File: config.mk
export PLATFORM = sky130hd
export DESIGN_NAME = scan_loc_seq
export DESIGN_NICKNAME = d
export VERILOG_FILES = /design/src/rtl/scan_loc_pkg.sv /design/src/rtl/scan_chain.sv /design/src/rtl/loc_core.sv /design/src/rtl/seq_ctrl.sv /design/src/rtl/scan_loc_seq.sv
export SDC_FILE = /design/constraint.sdc
export NUM_CORES = 1
export LEC_CHECK = 0
export BUFFER_PORTS_ARGS = -buffer_cell sky130_fd_sc_hd__buf_4
export CORE_UTILIZATION = 45
export CTS_CLUSTER_DIAMETER = 120
export DETAILED_ROUTE_END_ITERATION = 6
export GPL_TIMING_DRIVEN = 0
export MAX_ROUTING_LAYER = met4
export PLACE_DENSITY = 0.66
export SLEW_MARGIN = 30
export SYNTH_ARGS = -nofsm -noshare
export SYNTH_HDL_FRONTEND = slang
export SYNTH_SLANG_ARGS = --single-unit
File: constraint.sdc
create_clock -name clk -period 1.98 [get_ports clk]
set_clock_uncertainty 0.05 [all_clocks]
set_input_delay 0.198 -clock clk [delete_from_list [all_inputs] [get_ports clk]]
set_output_delay 0.198 -clock clk [all_outputs]
set_load 0.02 [all_outputs]
File: src/rtl/scan_loc_pkg.sv
package scan_loc_pkg;
    typedef enum logic [2:0] {
        ST_IDLE,
        ST_LOAD,
        ST_LAUNCH,
        ST_CAPT,
        ST_UNLOAD,
        ST_DONE
    } seq_state_e;
endpackage

File: src/rtl/scan_chain.sv
module scan_chain #(
    parameter int LEN = 3
) (
    input  logic           clk,
    input  logic           rst_n,
    input  logic           clk_en,
    input  logic           sen,
    input  logic           si,
    input  logic [LEN-1:0] func,
    output logic [LEN-1:0] q,
    output logic           so
);
    logic [LEN-1:0] ff_d, ff_q;

    always_comb begin
        ff_d = ff_q;
        if (clk_en) begin
            if (sen) begin
                ff_d[0] = si;
                for (int i = 1; i < LEN; i++) ff_d[i] = ff_q[i-1];
            end else begin
                ff_d = func;
            end
        end
    end

    always_ff @(posedge clk or negedge rst_n) begin
        if (!rst_n) ff_q <= '0;
        else        ff_q <= ff_d;
    end

    assign q  = ff_q;
    assign so = ff_q[LEN-1];
endmodule

File: src/rtl/loc_core.sv
module loc_core #(
    parameter int LEN  = 3,
    parameter int PI_W = 2
) (
    input  logic [LEN-1:0]  qa,
    input  logic [LEN-1:0]  qb,
    input  logic [PI_W-1:0] pi,
    output logic [LEN-1:0]  fa,
    output logic [LEN-1:0]  fb
);
    for (genvar i = 0; i < LEN; i++) begin : g_cell
        localparam int NXT = (i + 1) % LEN;
        localparam int PIX = i % PI_W;
        assign fa[i] = qb[i] ^ qa[NXT];
        assign fb[i] = qa[i] | pi[PIX];
    end
endmodule

File: src/rtl/seq_ctrl.sv
module seq_ctrl
    import scan_loc_pkg::*;
#(
    parameter int LEN  = 3,
    parameter int PI_W = 2
) (
    input  logic            clk,
    input  logic            rst_n,
    input  logic            start,
    input  logic [1:0]      mode_hold,
    input  logic [PI_W-1:0] pi_val,
    output logic            busy,
    output logic            done,
    output logic            sen_a,
    output logic            sen_b,
    output logic            lc_phase,
    output logic            capt_phase,
    output logic [PI_W-1:0] pi_q
);
    localparam int CW = $clog2(LEN) + 1;
    localparam logic [CW-1:0] LAST = CW'(LEN - 1);

    typedef struct packed {
        seq_state_e      state;
        logic [CW-1:0]   cnt;
        logic [1:0]      mode;
        logic [PI_W-1:0] pi;
    } ctrl_t;

    ctrl_t st_d, st_q;

    always_comb begin
        st_d = st_q;
        unique case (st_q.state)
            ST_IDLE: if (start) begin
                st_d.state = ST_LOAD;
                st_d.cnt   = '0;
                st_d.mode  = mode_hold;
                st_d.pi    = pi_val;
            end
            ST_LOAD: begin
                st_d.cnt = st_q.cnt + 1'b1;
                if (st_q.cnt == LAST) begin
                    st_d.state = ST_LAUNCH;
                    st_d.cnt   = '0;
                end
            end
            ST_LAUNCH: st_d.state = ST_CAPT;
            ST_CAPT:   st_d.state = ST_UNLOAD;
            ST_UNLOAD: begin
                st_d.cnt = st_q.cnt + 1'b1;
                if (st_q.cnt == LAST) begin
                    st_d.state = ST_DONE;
                    st_d.cnt   = '0;
                end
            end
            ST_DONE:   st_d.state = ST_IDLE;
            default:   st_d.state = ST_IDLE;
        endcase
    end

    always_ff @(posedge clk or negedge rst_n) begin
        if (!rst_n) st_q <= '{state: ST_IDLE, cnt: '0, mode: '0, pi: '0};
        else        st_q <= st_d;
    end

    assign lc_phase   = (st_q.state == ST_LAUNCH) || (st_q.state == ST_CAPT);
    assign capt_phase = (st_q.state == ST_CAPT);
    assign busy       = (st_q.state == ST_LOAD) || lc_phase || (st_q.state == ST_UNLOAD);
    assign done       = (st_q.state == ST_DONE);
    assign sen_a      = lc_phase ? st_q.mode[0] : 1'b1;
    assign sen_b      = lc_phase ? st_q.mode[1] : 1'b1;
    assign pi_q       = st_q.pi;
endmodule

File: src/rtl/scan_loc_seq.sv
module scan_loc_seq #(
    parameter int CHAIN_LEN = 3,
    parameter int PI_W      = 2
) (
    input  logic            clk,
    input  logic            rst_n,
    input  logic            start,
    input  logic [1:0]      mode_hold,
    input  logic [PI_W-1:0] pi_val,
    input  logic            si_a,
    input  logic            si_b,
    output logic            busy,
    output logic            done,
    output logic            sen_a,
    output logic            sen_b,
    output logic            scan_clk_en,
    output logic            so_a,
    output logic            so_b
);
    logic                 lc_phase, capt_phase;
    logic [PI_W-1:0]      pi_q;
    logic [CHAIN_LEN-1:0] qa, qb, fa, fb;

    seq_ctrl #(.LEN(CHAIN_LEN), .PI_W(PI_W)) u_ctrl (
        .clk(clk), .rst_n(rst_n), .start(start), .mode_hold(mode_hold),
        .pi_val(pi_val), .busy(busy), .done(done), .sen_a(sen_a),
        .sen_b(sen_b), .lc_phase(lc_phase), .capt_phase(capt_phase),
        .pi_q(pi_q)
    );

    assign scan_clk_en = busy;

    loc_core #(.LEN(CHAIN_LEN), .PI_W(PI_W)) u_core (
        .qa(qa), .qb(qb), .pi(pi_q), .fa(fa), .fb(fb)
    );

    scan_chain #(.LEN(CHAIN_LEN)) u_chain_a (
        .clk(clk), .rst_n(rst_n), .clk_en(scan_clk_en), .sen(sen_a),
        .si(si_a), .func(fa), .q(qa), .so(so_a)
    );

    scan_chain #(.LEN(CHAIN_LEN)) u_chain_b (
        .clk(clk), .rst_n(rst_n), .clk_en(scan_clk_en), .sen(sen_b),
        .si(si_b), .func(fb), .q(qb), .so(so_b)
    );
endmodule

## Word level (Yosys, flattened, before mapping)

Index checks and enable logic that the tools add are counted.

- Add/subtract/negate cells: 1
- Eq/ne operators: 9
- Mux-type cells: 9
- Bitwise gates (word level): 6
- Reduce and logical (&&, ||, !) cells: 8

Operator list:

| kind | number |
|---|---|
| 3-bit one-hot mux with 5 select lines | 1 |
| 6-bit two-way mux | 2 |
| 10-bit two-way mux | 1 |
| 3-bit by 2-bit == test with 1-bit output, second input constant | 3 |
| 3-bit one-hot mux with 3 select lines | 1 |
| 3-bit == test, second input constant | 2 |
| 3-bit two-way mux | 2 |
| 2-bit by 1-bit != test with 1-bit output, second input constant | 2 |
| 2-bit AND reduction | 2 |
| 3-bit by 1-bit adder with 3-bit output, second input constant | 1 |
| 3-bit by 1-bit == test with 1-bit output, second input constant | 1 |
| 3-bit logical NOT | 1 |
| 1-bit logical OR | 3 |
| 1-bit bitwise OR | 3 |
| 3-bit AND reduction | 1 |
| 3-bit nonzero test | 1 |
| 1-bit XOR | 3 |
| 1-bit two-way mux | 2 |
| 2-bit != test, second input constant | 1 |

- Flip-flop bits (word level): 16
- Input bits: 9
- Output and inout bits: 7
- Logic and storage cells: 39

## Longest topological paths before layout

- Depth after elaboration: 4
- Gate-level depth with buffers: 4
- Gate-level depth less buffers: 3

## Modules after synthesis

A second synthesis with hierarchy kept.

- Cell total of the unflattened synthesis: 100
- Area, all modules: 968.4 µm²

Modules (own cells, without submodules):

| module | instances | cells each | area an instance (µm²) | sequential area each (µm²) |
|---|---|---|---|---|
| seq_ctrl | 1 | 67 | 638.1 | 250.2 |
| scan_chain | 2 | 13 | 138.9 | 75.1 |
| loc_core | 1 | 6 | 45.0 | 0.0 |
| scan_loc_seq | 1 | 1 | 7.5 | 0.0 |

## Least setup slack after synthesis

No wires, ideal clock.

- Path kind: reg-to-reg
- Start: register u_ctrl.st_q[7] (netlist name)
- End: register u_chain_a.ff_q[0], in the netlist u_chain_a.q[0]
- Library setup time: 0.125 ns
- Data arrival time: 1.432 ns
- Data required time: 1.805 ns
- Slack: 0.373 ns
- Cell stages (with the launch flop): 5
- Path through: dfrtp_1 > buf_4 > nor2_2 > xnor2_2 > mux2_2

- Longest elaborated chain between the ends: 4
- Elaborated cells on any way between the ends: 9
- Those cells by class: eq/ne: 4; mux: 2; reduce/logical: 3

Ends and longest elaborated chain:

| what | RTL line | text |
|---|---|---|
| start, declared | seq_ctrl.sv:30 | `ctrl_t st_d, st_q;` |
| start signal, assigned | seq_ctrl.sv:63 | `if (!rst_n) st_q <= '{state: ST_IDLE, cnt: '0, mode: '0, pi: '0};` |
| start signal, assigned | seq_ctrl.sv:64 | `else st_q <= st_d;` |
| 3-bit by 2-bit == test with 1-bit output | seq_ctrl.sv:67 | `assign lc_phase = (st_q.state == ST_LAUNCH) \|\| (st_q.state == ST_CAPT);` |
| 1-bit logical OR | seq_ctrl.sv:67 |  |
| 1-bit logical OR | seq_ctrl.sv:69 | `assign busy = (st_q.state == ST_LOAD) \|\| lc_phase \|\| (st_q.state == ST_UNLOAD);` |
| 1-bit logical OR (*) | seq_ctrl.sv:69 |  |
| named net busy | scan_loc_seq.sv:12 | `output logic busy,` |
| end signal, assigned | scan_chain.sv:28 | `if (!rst_n) ff_q <= '0;` |
| end signal, assigned | scan_chain.sv:29 | `else ff_q <= ff_d;` |
| end, declared | scan_chain.sv:13 | `logic [LEN-1:0] ff_d, ff_q;` |

Mark *: on every way through the listed nets, which the timed path passes. The rest lies on a longest branch.
A chain may end at the register's enable or synchronous reset.

## Final worst setup path

- Start: register u_ctrl.st_q[7] (netlist name)
- End: output scan_clk_en

- Longest elaborated chain between the ends: 4
- Elaborated cells on any way between the ends: 7
- Those cells by class: eq/ne: 4; reduce/logical: 3

Ends and longest elaborated chain:

| what | RTL line | text |
|---|---|---|
| 3-bit by 2-bit == test with 1-bit output | seq_ctrl.sv:67 |  |
| 1-bit logical OR | seq_ctrl.sv:67 |  |
| 1-bit logical OR | seq_ctrl.sv:69 |  |
| 1-bit logical OR (*) | seq_ctrl.sv:69 |  |
| end, declared | scan_loc_seq.sv:16 | `output logic scan_clk_en,` |

Mark *: on every way between the ends. The rest lies on a longest branch, timed or not.

==> metrics.md <==
| Metric | Value |
|---|---|
| First-pass GRT wire length | `2510 um` |
| H-tree Lvls | `1` |
| Via count | `640` |
| Fmax | `0.545 GHz` |
| Most frequent cells in the layout | `buf_4, dfrtp_1, mux2_2, inv_1, mux2i_1` |
| Remaining antenna violation count | `0` |
| Fillcell total | `186` |
| Synthesized net count | `89` |
| Clock Tree Buf Depth | `2` |
| Mux contribution to synthesized area | `21.0%` |
| Chip Width | `47.5 um` |
| Setup tns final | `0 ns` |
| Initial Util | `47.6%` |
| Post-synth ARST share | `100%` |
| Total track usage | `16.7%` |
| Post-Synthesis Cell Area | `933 sq um` |
| Leak | `0.000491 uW` |
| Crit path time final | `1.84 ns` |
| Clk sinks | `16` |
| Port Buffers | `15` |
| Post-synthesis simple-gate area fraction | `17.8%` |
| Critical Path RT | `1.73 ns` |
| Share of cells above drive strength 1 | `43.4%` |
| Fin nets | `110` |
| Largest family of logic cells by synthesized area | `multiplexers` |
| # Post-CTS Setup Buffers | `0` |
| Final WS setup | `0.144 ns` |
| Core area | `0.00196 sq mm` |
| Clk pin slew, worst setup/hold paths | `0.09 ns` |
| Syn Inst Count | `80` |
| RR Endpoint | `u_chain_a.q[1]` |
| Commonest non-fill, non-tap cell in the layout | `buf_4` |
| Die Area | `0.00226 sq mm` |
| Status | `complete, no violations` |
| Initial antenna violation count | `0` |
| Max Slew Vio Count | `0` |
| Setup violations, final | `0` |
| Power per cell area | `1660 mW/mm^2` |
| CTS tree | `built` |
| Final wirelength | `1610 um` |
| Sequential area share after synthesis | `42.9%` |
| Root buf cell | `clkbuf_4` |
| GPL Wtd Cong | `0.735` |
| First drt pass iteration count | `3` |
| Synth warnings | `0` |
| P&R area growth vs syn | `20.4%` |
| Max rail drop VDD | `0.771 mV` |
| Number of max-cap violations | `0` |
| Setup crit end | `scan_clk_en` |
| Pre-CTS WS | `0.271 ns` |
| Xor/xnor share of the synthesized area | `5.50%` |
| WS Path Type | `flop to primary output` |
| Worst-path fanout max | `10` |
| Distinct cell type count of the synthesized netlist | `30` |
| Worst Tran Pin Value | `0.459 ns` |
| Post-synthesis compound-gate area fraction | `6.57%` |
| WL/cell | `12.8 um` |
| Clk_lat worst skew | `0.28 ns` |
| Crit share post-route | `92.7%` |
| Remaining Overflow, GRT | `0` |
| Initial DRC Count | `8` |
| RSZ-0062 raised after global routing | `no` |
| Worst reg-to-reg path cell count | `4` |
| Finished Core Util | `57.3%` |
| I/O Pins | `16` |
| Synthesized area per cell | `11.7 sq um` |
| Setup crit end kind | `primary output` |
| Die Y-Extent | `47.5 um` |
| CP Launch Type | `flop` |
| DR DRC count | `0` |
| Final Hold Viols | `0` |
| Critical Path AT | `1.59 ns` |
| Reg2reg start | `u_ctrl.st_q[8]` |
| Post-synth EDFFs | `0` |
| Final hold slack | `0.0949 ns` |
| DP HPWL | `1210 um` |
| Number of diodes | `0` |
| Adder-Cell Fraction of Synth Area | `0%` |
| Crit path launch | `u_ctrl.st_q[7]` |
| Slew margin rel. | `69.4%` |
| Final Total Pwr | `1860 uW` |
| Reg-to-reg slack, setup | `0.27 ns` |
| Hold Crit Class | `input port to flop` |
| Vias per cell | `5.08` |
| FF+latch count, synth | `16` |
| TritonCTS Buffers | `3` |
| # rows | `16` |
| Largest net degree at the start of global routing | `17` |
| Ys flop type | `dfrtp_1` |
| Vias in the first global route | `545` |
[power breakdown]
part           leakage, uW  internal (uW)  total (uW)  switching, uW
registers         0.000194            488         630            142
clock network    0.0000138           70.5         167           96.8
logic             0.000284            566        1070            500
[per-stage QoR]
stage          std cells  cell area (sq um)
2_1_floorplan         80                933
3_3_place_gp         122               1080
3_5_place_dp         122               1080
4_1_cts              126               1110
5_1_grt              126               1120
6_report             126               1120
[flip-flops by register name, summed over array words and instances (netlist names)]
| signal | cells |
|---|---|
| u_chain_b.q | 3 |
| u_ctrl.pi_q | 2 |
| u_ctrl.st_q | 8 |
| u_chain_a.q | 3 |
[cell families (layout without fill, tap and decap cells)]
kind of cell,count (synthesis),after routing
AND/OR/NAND/NOR,21,21
multiplexers,18,18
flip-flops,16,16
buffers and inverters,11,30
AO/OA/AOI/OAI,9,9
XOR/XNOR,5,5
[routing by layer]
| layer | GRT usage, % | vias up | wire length [um] | part of all wire, % |
|---|---|---|---|---|
| met5 | - | - | 0 | 0 |
| met4 | 6.67 | 0 | 24 | 1.5 |
| met3 | 4.53 | 2 | 45 | 2.8 |
| met2 | 22.2 | 9 | 703 | 44 |
| met1 | 23.8 | 310 | 835 | 52 |
| li1 | - | 319 | - | - |
[how the worst min path moves through the flow]
stage	slack, ns	from	endpoint	depth (start not counted)
2_1_floorplan	-0.15	rst_n	u_chain_a.q[0]	0
3_3_place_gp	0.02	rst_n	u_ctrl.st_q[5]	1
3_5_place_dp	0.02	rst_n	u_ctrl.st_q[5]	1
4_1_cts	0.09	mode_hold[0]	u_ctrl.st_q[2]	2
5_1_grt	0.09	mode_hold[0]	u_ctrl.st_q[2]	2
6_report	0.09	pi_val[1]	u_ctrl.pi_q[1]	2
[critical path: stages (launching register included)]
cell and delay, ns:
dfrtp_1 0.41, buf_4 0.18, nor2_2 0.21, xnor2_4 0.21
buf_4 0.17, buf_4 0.12
[cell usage after synthesis, types with 2 or more instances]
master | n | share of area [%]
buf_4 | 2 | 1.6
dfrtp_1 | 16 | 43
inv_1 | 7 | 2.8
mux2_2 | 13 | 16
mux2i_1 | 5 | 5.4
nand3_1 | 2 | 1.1
nor2_1 | 4 | 1.6
nor2b_1 | 4 | 2.7
o21ai_0 | 3 | 1.6
xor2_1 | 4 | 3.8
[cell type report]
type	instances	area (sq um)	area share (%)
flip-flops and latches	16	400	35.6
inverters	7	26.3	2.34
clock buffers	3	22.5	2.00
repair buffers	16	123	10.9
plain buffers	4	31.3	2.78
multi-input cells	53	487	43.3
well taps	27	33.8	3.01
[timing repair]
action                                 4_1_cts  5_1_grt
hold buffers                                 1        0
endpoints found under the hold margin       16        0
setup endpoints to repair                    0        1
gates resized for setup                      0        1
Note: power is estimated with default switching activity, not from simulation.
